[src/rtl/pktbuf_pkg.sv]
package pktbuf_pkg;
  typedef enum logic [2:0] {
    OP_NOP     = 3'd0,
    OP_RESET   = 3'd1,
    OP_ALLOC   = 3'd2,
    OP_FREE    = 3'd3,
    OP_ENQ     = 3'd4,
    OP_RELEASE = 3'd5,
    OP_POPDONE = 3'd6
  } mmu_op_e;

  localparam int PKT_FIELD_W = 7;
  localparam int PAGE_FIELD_W = 3;
endpackage

[src/rtl/pktbuf_fifo.sv]
module pktbuf_fifo #(
  parameter int W = 3,
  parameter int DEPTH = 8
) (
  input  logic         clk,
  input  logic         rst_n,
  input  logic         clr,
  input  logic         push,
  input  logic [W-1:0] din,
  input  logic         pop,
  output logic [W-1:0] dout,
  output logic         empty,
  output logic         full
);
  localparam int AW = (DEPTH > 1) ? $clog2(DEPTH) : 1;
  localparam int CW = $clog2(DEPTH + 1);

  logic [W-1:0]  mem [DEPTH];
  logic [AW-1:0] rd_ptr, wr_ptr;
  logic [CW-1:0] cnt;
  logic          do_push, do_pop;

  assign empty   = (cnt == '0);
  assign full    = (cnt == CW'(DEPTH));
  assign do_pop  = pop && !empty;
  assign do_push = push && (!full || do_pop);
  assign dout    = mem[rd_ptr];

  function automatic logic [AW-1:0] step(input logic [AW-1:0] p);
    return (p == AW'(DEPTH - 1)) ? '0 : p + 1'b1;
  endfunction

  always_ff @(posedge clk or negedge rst_n) begin
    if (!rst_n) begin
      rd_ptr <= '0;
      wr_ptr <= '0;
      cnt    <= '0;
    end else if (clr) begin
      rd_ptr <= '0;
      wr_ptr <= '0;
      cnt    <= '0;
    end else begin
      if (do_push) wr_ptr <= step(wr_ptr);
      if (do_pop)  rd_ptr <= step(rd_ptr);
      if (do_push && !do_pop) cnt <= cnt + 1'b1;
      else if (do_pop && !do_push) cnt <= cnt - 1'b1;
    end
  end

  always_ff @(posedge clk) begin
    if (do_push && !clr) mem[wr_ptr] <= din;
  end

  // occupancy never exceeds the storage
  assert_count_bound_R8: assert property (@(posedge clk) disable iff (!rst_n)
    cnt <= CW'(DEPTH));

  // a clear leaves the queue empty on the next cycle
  assert_clear_empties_R11: assert property (@(posedge clk) disable iff (!rst_n)
    clr |=> empty);
endmodule

[src/rtl/pktbuf_pool.sv]
module pktbuf_pool #(
  parameter int NUM_PKT = 8,
  parameter int TOTAL_PAGES = 18,
  parameter int PN_W = 3,
  parameter int NEED_W = 4,
  parameter int FP_W = 5
) (
  input  logic              clk,
  input  logic              rst_n,
  input  logic              clr,
  input  logic              grant,
  input  logic [NEED_W-1:0] need,
  input  logic              rel,
  input  logic [PN_W-1:0]   rel_pkt,
  output logic              found,
  output logic [PN_W-1:0]   low_pkt,
  output logic [FP_W-1:0]   free_pages
);
  logic [NUM_PKT-1:0] inuse;
  logic [NEED_W-1:0]  npg [NUM_PKT];
  logic               rel_hit;
  logic [NEED_W-1:0]  rel_pg;

  // lowest unused packet number
  always_comb begin
    found   = 1'b0;
    low_pkt = '0;
    for (int i = NUM_PKT - 1; i >= 0; i--) begin
      if (!inuse[i]) begin
        found   = 1'b1;
        low_pkt = PN_W'(i);
      end
    end
  end

  assign rel_hit = rel && (int'(rel_pkt) < NUM_PKT) && inuse[rel_pkt];
  assign rel_pg  = npg[rel_pkt];

  always_ff @(posedge clk or negedge rst_n) begin
    if (!rst_n) begin
      inuse      <= '0;
      free_pages <= FP_W'(TOTAL_PAGES);
      for (int i = 0; i < NUM_PKT; i++) npg[i] <= '0;
    end else if (clr) begin
      inuse      <= '0;
      free_pages <= FP_W'(TOTAL_PAGES);
    end else if (grant && found) begin
      inuse[low_pkt] <= 1'b1;
      npg[low_pkt]   <= need;
      free_pages     <= free_pages - FP_W'(need);
    end else if (rel_hit) begin
      inuse[rel_pkt] <= 1'b0;
      free_pages     <= free_pages + FP_W'(rel_pg);
    end
  end

  // the pool never holds more pages than exist
  assert_pages_bound_R1: assert property (@(posedge clk) disable iff (!rst_n)
    free_pages <= FP_W'(TOTAL_PAGES));

  // a grant is only requested when it can be covered
  assert_grant_covered_R1: assert property (@(posedge clk) disable iff (!rst_n)
    grant |-> (found && (FP_W'(need) <= free_pages)));

  // releases never coincide with a grant
  assert_no_grant_release_R7: assert property (@(posedge clk) disable iff (!rst_n)
    !(grant && rel));
endmodule

[src/rtl/pktbuf_mmu.sv]
module pktbuf_mmu #(
  parameter int NUM_PKT = 8,
  parameter int TOTAL_PAGES = 18,
  parameter int ALLOC_LAT = 2
) (
  input  logic       clk,
  input  logic       rst_n,
  input  logic       cmd_wr,
  input  logic [2:0] cmd_op,
  input  logic [2:0] cmd_pages,
  input  logic [6:0] sel_pkt,
  input  logic       ack_alloc,
  input  logic       ack_tx,
  output logic       busy,
  output logic [7:0] alloc_result,
  output logic       alloc_irq,
  output logic       tx_irq,
  output logic [7:0] done_head,
  input  logic       rx_in_valid,
  input  logic [2:0] rx_in_pages,
  output logic       rx_in_ready,
  output logic       rx_empty,
  output logic [6:0] rx_head,
  output logic       tx_out_valid,
  output logic [6:0] tx_out_pkt,
  input  logic       tx_out_ready
);
  import pktbuf_pkg::*;

  localparam int PN_W   = (NUM_PKT > 1) ? $clog2(NUM_PKT) : 1;
  localparam int NEED_W = PAGE_FIELD_W + 1;
  localparam int FP_W   = $clog2(TOTAL_PAGES + 1);
  localparam int CNT_W  = (ALLOC_LAT > 1) ? $clog2(ALLOC_LAT) : 1;

  mmu_op_e op;
  logic    cmd_go, sel_ok;
  logic    req_reset, req_alloc, req_free, req_enq, req_rel, req_pop;
  logic [PN_W-1:0] sel_idx;

  assign op        = mmu_op_e'(cmd_op);
  assign cmd_go    = cmd_wr && !busy;
  assign sel_ok    = int'(sel_pkt) < NUM_PKT;
  assign sel_idx   = sel_pkt[PN_W-1:0];
  assign req_reset = cmd_go && (op == OP_RESET);
  assign req_alloc = cmd_go && (op == OP_ALLOC);
  assign req_free  = cmd_go && (op == OP_FREE);
  assign req_enq   = cmd_go && (op == OP_ENQ);
  assign req_rel   = cmd_go && (op == OP_RELEASE);
  assign req_pop   = cmd_go && (op == OP_POPDONE);

  // receive stream: host commands take priority
  logic rx_go;
  assign rx_in_ready = !busy && !cmd_wr;
  assign rx_go       = rx_in_valid && rx_in_ready;

  // allocation sequencer
  logic              start, src_rx_q, finish;
  logic [CNT_W-1:0]  lat_cnt;
  logic [NEED_W-1:0] need_q, start_need;

  assign start      = req_alloc || rx_go;
  assign start_need = NEED_W'(rx_go ? rx_in_pages : cmd_pages) + 1'b1;

  always_ff @(posedge clk or negedge rst_n) begin
    if (!rst_n) begin
      busy     <= 1'b0;
      lat_cnt  <= '0;
      need_q   <= '0;
      src_rx_q <= 1'b0;
    end else if (start) begin
      busy     <= 1'b1;
      lat_cnt  <= CNT_W'(ALLOC_LAT - 1);
      need_q   <= start_need;
      src_rx_q <= rx_go;
    end else if (busy) begin
      if (lat_cnt == '0) busy <= 1'b0;
      else lat_cnt <= lat_cnt - 1'b1;
    end
  end

  assign finish = busy && (lat_cnt == '0);

  // ownership pool
  logic            found, grant, rel;
  logic [PN_W-1:0] low_pkt, rel_pkt;
  logic [FP_W-1:0] free_pages;
  logic            rxq_empty, rxq_full;
  logic [PN_W-1:0] rxq_head;

  assign grant   = finish && found && (free_pages >= FP_W'(need_q));
  assign rel     = (req_free && sel_ok) || (req_rel && !rxq_empty);
  assign rel_pkt = req_rel ? rxq_head : sel_idx;

  pktbuf_pool #(
    .NUM_PKT(NUM_PKT), .TOTAL_PAGES(TOTAL_PAGES), .PN_W(PN_W),
    .NEED_W(NEED_W), .FP_W(FP_W)
  ) u_pool (
    .clk(clk), .rst_n(rst_n), .clr(req_reset),
    .grant(grant), .need(need_q),
    .rel(rel), .rel_pkt(rel_pkt),
    .found(found), .low_pkt(low_pkt), .free_pages(free_pages)
  );

  // packet-number queues
  logic            txq_empty, txq_full, doneq_empty, doneq_full, tx_hs;
  logic [PN_W-1:0] txq_head, doneq_head;

  assign tx_hs = tx_out_valid && tx_out_ready;

  pktbuf_fifo #(.W(PN_W), .DEPTH(NUM_PKT)) u_rxq (
    .clk(clk), .rst_n(rst_n), .clr(req_reset),
    .push(grant && src_rx_q), .din(low_pkt),
    .pop(req_rel), .dout(rxq_head), .empty(rxq_empty), .full(rxq_full)
  );

  pktbuf_fifo #(.W(PN_W), .DEPTH(NUM_PKT)) u_txq (
    .clk(clk), .rst_n(rst_n), .clr(req_reset),
    .push(req_enq && sel_ok), .din(sel_idx),
    .pop(tx_hs), .dout(txq_head), .empty(txq_empty), .full(txq_full)
  );

  pktbuf_fifo #(.W(PN_W), .DEPTH(NUM_PKT)) u_doneq (
    .clk(clk), .rst_n(rst_n), .clr(req_reset),
    .push(tx_hs), .din(txq_head),
    .pop(req_pop), .dout(doneq_head), .empty(doneq_empty), .full(doneq_full)
  );

  assign rx_empty     = rxq_empty;
  assign rx_head      = PKT_FIELD_W'(rxq_head);
  assign tx_out_valid = !txq_empty;
  assign tx_out_pkt   = PKT_FIELD_W'(txq_head);
  assign done_head    = doneq_empty ? 8'h80 : {1'b0, PKT_FIELD_W'(doneq_head)};

  // host-visible status
  logic host_fin;
  assign host_fin = finish && !src_rx_q;

  always_ff @(posedge clk or negedge rst_n) begin
    if (!rst_n) begin
      alloc_result <= 8'h80;
      alloc_irq    <= 1'b0;
      tx_irq       <= 1'b0;
    end else begin
      if (host_fin) alloc_result <= grant ? {1'b0, PKT_FIELD_W'(low_pkt)} : 8'h80;
      if (host_fin) alloc_irq <= 1'b1;
      else if (ack_alloc) alloc_irq <= 1'b0;
      if (tx_hs) tx_irq <= 1'b1;
      else if (ack_tx) tx_irq <= 1'b0;
    end
  end

  // a failure flag never carries a packet number
  assert_result_format_R3: assert property (@(posedge clk) disable iff (!rst_n)
    alloc_result[7] |-> (alloc_result[6:0] == '0));

  // a finished host allocation raises the interrupt bit
  assert_alloc_irq_set_R4: assert property (@(posedge clk) disable iff (!rst_n)
    host_fin |=> alloc_irq);

  // busy does not drop before the countdown ends
  assert_busy_window_R5: assert property (@(posedge clk) disable iff (!rst_n)
    (busy && !finish) |=> busy);

  // a strobe during busy leaves the completion queue untouched
  assert_busy_ignores_R6: assert property (@(posedge clk) disable iff (!rst_n)
    (cmd_wr && busy && !tx_hs) |=> $stable(done_head));

  // every transmit handshake raises the transmit interrupt bit
  assert_tx_irq_set_R8: assert property (@(posedge clk) disable iff (!rst_n)
    tx_hs |=> tx_irq);

  // receive allocations leave the host result alone
  assert_rx_keeps_result_R9: assert property (@(posedge clk) disable iff (!rst_n)
    (finish && src_rx_q) |=> $stable(alloc_result));

  // a pool reset empties every queue
  assert_reset_empties_R11: assert property (@(posedge clk) disable iff (!rst_n)
    req_reset |=> (rx_empty && !tx_out_valid && done_head[7]));
endmodule

[config.mk]
export PLATFORM = sky130hd
export DESIGN_NAME = pktbuf_mmu
export DESIGN_NICKNAME = d
export VERILOG_FILES = /design/src/rtl/pktbuf_pkg.sv /design/src/rtl/pktbuf_fifo.sv /design/src/rtl/pktbuf_pool.sv /design/src/rtl/pktbuf_mmu.sv
export SDC_FILE = /design/constraint.sdc
export NUM_CORES = 1
export LEC_CHECK = 0
export ABC_CLOCK_PERIOD_IN_PS = 9000
export BUFFER_PORTS_ARGS = -buffer_cell sky130_fd_sc_hd__buf_2
export CAP_MARGIN = 30
export CELL_PAD_IN_SITES_DETAIL_PLACEMENT = 0
export CELL_PAD_IN_SITES_GLOBAL_PLACEMENT = 2
export CORE_MARGIN = 1.5
export CORE_UTILIZATION = 47
export CTS_BUF_LIST = sky130_fd_sc_hd__clkbuf_8
export CTS_CLUSTER_SIZE = 12
export DETAILED_ROUTE_END_ITERATION = 10
export GPL_TIMING_DRIVEN = 0
export PLACE_DENSITY = 0.88
export SLEW_MARGIN = 30
export SYNTH_ARGS = -nofsm -noshare
export SYNTH_HDL_FRONTEND = slang
export SYNTH_SLANG_ARGS = --single-unit
[constraint.sdc]
create_clock -name clk -period 9 [get_ports clk]
set_input_delay 1.8 -clock clk [delete_from_list [all_inputs] [get_ports clk]]
set_output_delay 1.8 -clock clk [all_outputs]
set_load 0.1 [all_outputs]
==> flow_metrics.tcl, run 1 <==
set metrics [dict create \
    status "complete, no violations" \
    port_buffers 41 \
    syn_area_um2 8060 \
    htreeDepth 4 \
    cp.required_ps 9390 \
    postCtsHoldBufs 0 \
    clock-skew-final_ps 11.4 \
    power_leakage_nw 3.76 \
    grt_max_degree 71 \
    syn_area_per_cell_um2 12.6 \
    cts_buffers 17 \
    switching_power_mw 1.28 \
    die_x_um 134 \
    dieArea_um2 17900 \
    synth_warnings 0 \
    die_h_um 134 \
    grt_pass1_vias 5287 \
    initial_core_util_pct 48.4 \
    wirelength_mm 17.0 \
    grt_usage_pct 20.5 \
    nNetsFinal 770 \
    async_flop_share_pct 55.0 \
    synth_cells 639 \
    drt_iter0_markers 363 \
    drv_cap 0 \
    fin_util_pct 54.5 \
    switching_share_pct 43.0 \
    pin_count 59 \
    cts-root-buf "clkbuf_8" \
    drv_slew 0 \
    ir_drop_mv 0.272 \
    layout_common_cells "85 x dfrtp_1, 72 x edfxtp_1, 52 x nor2_1" \
    clock_latency_ps 460 \
    drive_above_1_share_pct 25.1 \
    totalNegativeSetupSlack_ps 0 \
    num_vias 5203 \
    num_antenna_cells 0 \
    powerDensity_nw_per_um2 328 \
    internal-power_mw 1.69 \
    synth-seq-cells 160 \
    min_path_type "reg -> reg" \
    clockPowerShare_pct 18.1 \
    viasPerCell 5.49 \
    finalNonFillerCells 948 \
    combPwrFrac_pct 43.7 \
    synth-edff-count 72 \
    arrival_ps 5790 \
    final-hold-violation-count 0 \
    synth_ff_type "dfrtp_1" \
    post-dp-hpwl_mm 12.5 \
    clock.fmax_mhz 185 \
    power_frac_seq_pct 38.3 \
    cp-start-kind "input pin" \
    final_common_cell "dfrtp_1" \
    drc_errors 0 \
    tightest_slew_ps 853 \
    yosysUniqueCellTypes 65 \
    relSlewSlack_pct 43.0 \
    dp.cells 916 \
    seq_area_frac_synth_pct 54.2 \
    cts.sinks 160 \
    rsz0062_at_grt "no" \
    gp_congestion 0.816 \
    first_pass_iters 5 \
    endpoint_kind "flip-flop" \
    finalSetupViolCount 0 \
    wl_per_cell_um 18.0 \
    coreArea_um2 16600 \
    grt_pass1_wl_mm 28.3 \
    cts_resized 0 \
    finalCritPeriodShare_pct 60.1 \
    final.min_clock_period_ps 5410 \
    crit_type "in -> reg" \
    rows 47 \
    grt_antenna_before_repair 0 \
    grt.overflow.total 0 \
    cts_buffer_depth 2 \
    area_delta_synth_final_pct 12.6 \
    cts_tree "built" \
    path_max_fanout 10 \
    post-cts-setup-buffer-count 0 \
    ant_nets 0 \
    path_clk_slew_ps 80 \
]
## power by group through the flow
stage,Clock [mW],Sequential [mW],Combinational (mW)
finish,0.537,1.14,1.30
floorplan,0,1.16,0.993
detailed placement,0,1.15,1.30
CTS,0.551,1.14,1.31
global placement,0,1.14,1.26
global route,0.580,1.17,1.42
## registers in the layout (all words and copies together), names as in the netlist, 5 cells and up
name               cells
u_pool.inuse           8
u_txq.mem             24
u_pool.npg            32
u_rxq.mem             24
u_doneq.mem           24
u_pool.free_pages      5
## Yosys cell counts (all sizes together) (3+ instances only)
master	n	share of area, %
a211oi	6	0.62
o31ai	5	0.47
nor4	5	0.39
mux2i	22	2.9
a22o	6	0.65
a21boi	3	0.28
o21ai	19	1.2
ha	27	4.2
xnor2	9	0.98
or3	5	0.39
a21o	11	1.0
xor2	5	0.54
dfstp	3	0.98
fa	5	1.2
clkbuf	18	0.84
mux4	18	5.0
edfxtp	72	27
a21oi	24	1.5
nand2b	12	0.93
mux2	51	7.2
and2	4	0.34
dfrtp	85	26
a31oi	5	0.39
nand3	18	1.1
buf	21	2.0
nor3b	8	0.75
nand2	38	1.8
o22ai	10	0.78
nor3	16	0.99
or4	4	0.37
or2	3	0.23
inv	23	1.1
nor2	52	2.4
## cell families (layout without fill, tap and decap cells)
logic type	count (synthesis)	after routing	synth area share (%)
simple gates	173	173	10.5
xor+xnor	14	14	1.52
fa+ha+maj	32	32	5.44
buf+inv	62	136	3.88
other cells	1	16	0.0466
compound gates	106	106	9.24
mux	91	91	15.1
flops	160	160	54.2
## metal layers
metal | GRT usage, % | wire length [um] | vias to the layer above | part of all wire [%]
met5 | 0 | 0 | - | 0
met4 | 6.58 | 215 | 0 | 1.3
met3 | 3.55 | 520 | 14 | 3.1
met2 | 34.4 | 8480 | 86 | 50
met1 | 27.2 | 7810 | 2600 | 46
li1 | - | - | 2503 | -
## final timing paths
check	start	endpoint	slack, ps	cells past startpoint
max	cmd_op[2]	u_pool.free_pages[4]$_DFFE_PN1P_	3590	16
min	alloc_result[7]$_DFFE_PN1P_	alloc_result[7]$_DFFE_PN1P_	470	2
max reg2reg	u_rxq.rd_ptr[2]$_DFFE_PN0P_	u_pool.free_pages[4]$_DFFE_PN1P_	4710	15
min reg2reg	alloc_result[7]$_DFFE_PN1P_	alloc_result[7]$_DFFE_PN1P_	470	2
max in group asynchronous	rst_n	u_pool.free_pages[1]$_DFFE_PN1P_	7180	2
min in group asynchronous	rst_n	u_txq.wr_ptr[1]$_DFFE_PN0P_	1180	1
## layout make-up
type                       count  area, um2
timing repair buffer          42        239
fill                        1436       7570
sequential                   160       4370
multi-input combinational    432       3480
inverter                      23       86.3
clock inverter                14        155
tap                          220        275
clock buffer                  18        248
buffer                        39        226
## stage by stage
| step | cell area (um2) | worst slack [ps] | hold slack (ps) | power [mW] |
|---|---|---|---|---|
| after floorplan | 8110 | 3740 | 469 | 2.16 |
| after global placement | 8590 | 3200 | 448 | 2.39 |
| after global routing | 9070 | 3390 | 513 | 3.16 |
| final | 9070 | 3590 | 468 | 2.97 |
| after CTS | 9060 | 3630 | 470 | 2.99 |
| after detailed placement | 8650 | 3150 | 458 | 2.45 |
## critical path: stages
cell and delay, ps:
clkbuf_1 260, nor4bb_1 390, and2_1 170, buf_2 240
mux2_2 440, clkbuf_1 260, mux2_1 390, o22ai_1 150
a22o_1 190, a21oi_1 50, ha_1 240, fa_1 400
a21o_1 200, a21o_1 170, a31oi_1 220, mux2i_1 220
Note: power is estimated with default switching activity, not from simulation.
==> inputs of run 2 (changes only) <==
- ABC_CLOCK_PERIOD_IN_PS: 9000 -> 5200
- CORE_UTILIZATION: 47 -> 44
- PLACE_DENSITY: 0.88 -> 0.83
- clock period: 9 -> 5.2 ns (I/O delays scaled with it)
==> flow_metrics.tcl, run 2 (synthesis gave the netlist of run 1 again) <==
set metrics [dict create \
    status "complete, no violations" \
    cts_tree "built" \
    finalCritPeriodShare_pct 90.2 \
    post-cts-setup-buffer-count 0 \
    grt_pass1_vias 5350 \
    min_path_type "in -> async" \
    final-hold-violation-count 0 \
    gp_congestion 0.824 \
    layout_common_cells "85 x dfrtp_1, 72 x edfxtp_1, 52 x nor2_1" \
    total_power_mw 5.12 \
    coreArea_um2 18000 \
    viasPerCell 5.43 \
    drv_slew 0 \
    nNetsFinal 770 \
    path_clk_slew_ps 90 \
    largest_reg_flops 32 \
    fin_util_pct 50.5 \
    rows 49 \
    wirelength_mm 17.0 \
    drive_above_1_share_pct 24.9 \
    endpoint_kind "flip-flop" \
    drc_errors 0 \
    clock.fmax_mhz 213 \
    die_x_um 138 \
    die_h_um 138 \
    clock_latency_ps 450 \
    tightest_slew_ps 852 \
    r2r_slack_ps 870 \
    initial_core_util_pct 44.8 \
    crit_type "in -> reg" \
    arrival_ps 5070 \
    final_common_cell "dfrtp_1" \
    post-dp-hpwl_mm 12.7 \
    power_leakage_nw 3.74 \
    relSlewSlack_pct 42.9 \
    finalSetupViolCount 0 \
    rsz0062_at_grt "no" \
    switching_share_pct 43.0 \
    top_register "u_pool.npg" \
    wl_per_cell_um 17.8 \
    num_antenna_cells 0 \
    drt_iter0_markers 221 \
    drv_cap 0 \
    cts.sinks 160 \
    ant_nets 0 \
    switching_power_mw 2.20 \
    path_max_fanout 10 \
    grt.overflow.total 0 \
    grt_max_degree 57 \
    internal-power_mw 2.92 \
    cts_buffers 17 \
    grt_antenna_before_repair 0 \
    postCtsHoldBufs 0 \
    combPwrFrac_pct 43.8 \
    cts_buffer_depth 2 \
    totalNegativeSetupSlack_ps 0 \
    cts_resized 0 \
    cts-root-buf "clkbuf_8" \
    port_buffers 41 \
    area_delta_synth_final_pct 12.6 \
    first_pass_iters 4 \
    clock-skew-final_ps 10.1 \
    grt_usage_pct 18.6 \
    cp-start-kind "input pin" \
    dieArea_um2 19100 \
    num_vias 5199 \
    final.min_clock_period_ps 4690 \
    htreeDepth 4 \
    powerDensity_nw_per_um2 564 \
    ir_drop_mv 0.739 \
    grt_pass1_wl_mm 28.0 \
    power_frac_seq_pct 38.5 \
    pin_count 59 \
    cp.required_ps 5580 \
    clockPowerShare_pct 17.7 \
]
[run 2: worst paths after layout]
kind	start	end	cells after the start
setup reg to reg	u_rxq.rd_ptr[2]$_DFFE_PN0P_	u_pool.free_pages[4]$_DFFE_PN1P_	14
hold reg to reg	alloc_result[7]$_DFFE_PN1P_	alloc_result[7]$_DFFE_PN1P_	2
max in group asynchronous	rst_n	alloc_result[7]$_DFFE_PN1P_	2
setup / recovery	cmd_op[2]	u_pool.free_pages[4]$_DFFE_PN1P_	16
hold / removal	rst_n	u_doneq.cnt[0]$_DFFE_PN0P_	1
min in group clk	alloc_result[7]$_DFFE_PN1P_	alloc_result[7]$_DFFE_PN1P_	2
[run 2: worst max-delay path: stages]
cell and delay [ps]:
clkbuf_1 260, nor4bb_1 390, and2_1 180, buf_2 240, mux2_2 440, clkbuf_1 270, mux2_1 390, o22ai_1 160
a22o_1 180, a21oi_1 50, ha_1 240, fa_1 400, a21o_1 200, a21o_1 170, a31oi_1 230, mux2i_1 220
[run 2: power by group through the flow]
stage | Clock [mW] | Combinational, mW | Sequential (mW)
after floorplan | 0 | 1.72 | 2.02
after global placement | 0 | 2.18 | 1.97
after detailed placement | 0 | 2.25 | 1.99
after CTS | 0.934 | 2.26 | 1.97
after global routing | 0.985 | 2.45 | 2.02
final | 0.907 | 2.24 | 1.97
[run 2: cell type report]
type	count	area, um2
Inverter	23	86.3
Timing Repair Buffer	42	239
Sequential cell	160	4370
Tap cell	229	287
Buffer	39	226
Clock inverter	15	156
Fill cell	1609	8890
Multi-Input combinational cell	432	3480
Clock buffer	17	234
[run 2: stage by stage]
stage	hold slack, ps	instance area (um2)	setup WS [ps]	cells
2_1_floorplan	469	8110	698	654
3_3_place_gp	449	8600	158	924
3_5_place_dp	462	8670	103	925
4_1_cts	455	9060	563	957
5_1_grt	462	9070	266	957
6_report	471	9070	510	957
[run 2: layer usage]
metal	GRT usage, %	routed length, um	share of wire, %	vias up
met3	3.78	522	3.1	16
met5	0	0	0	-
met1	24.5	7800	46	2588
li1	-	-	-	2498
met4	6.09	238	1.4	0
met2	31.1	8430	50	97
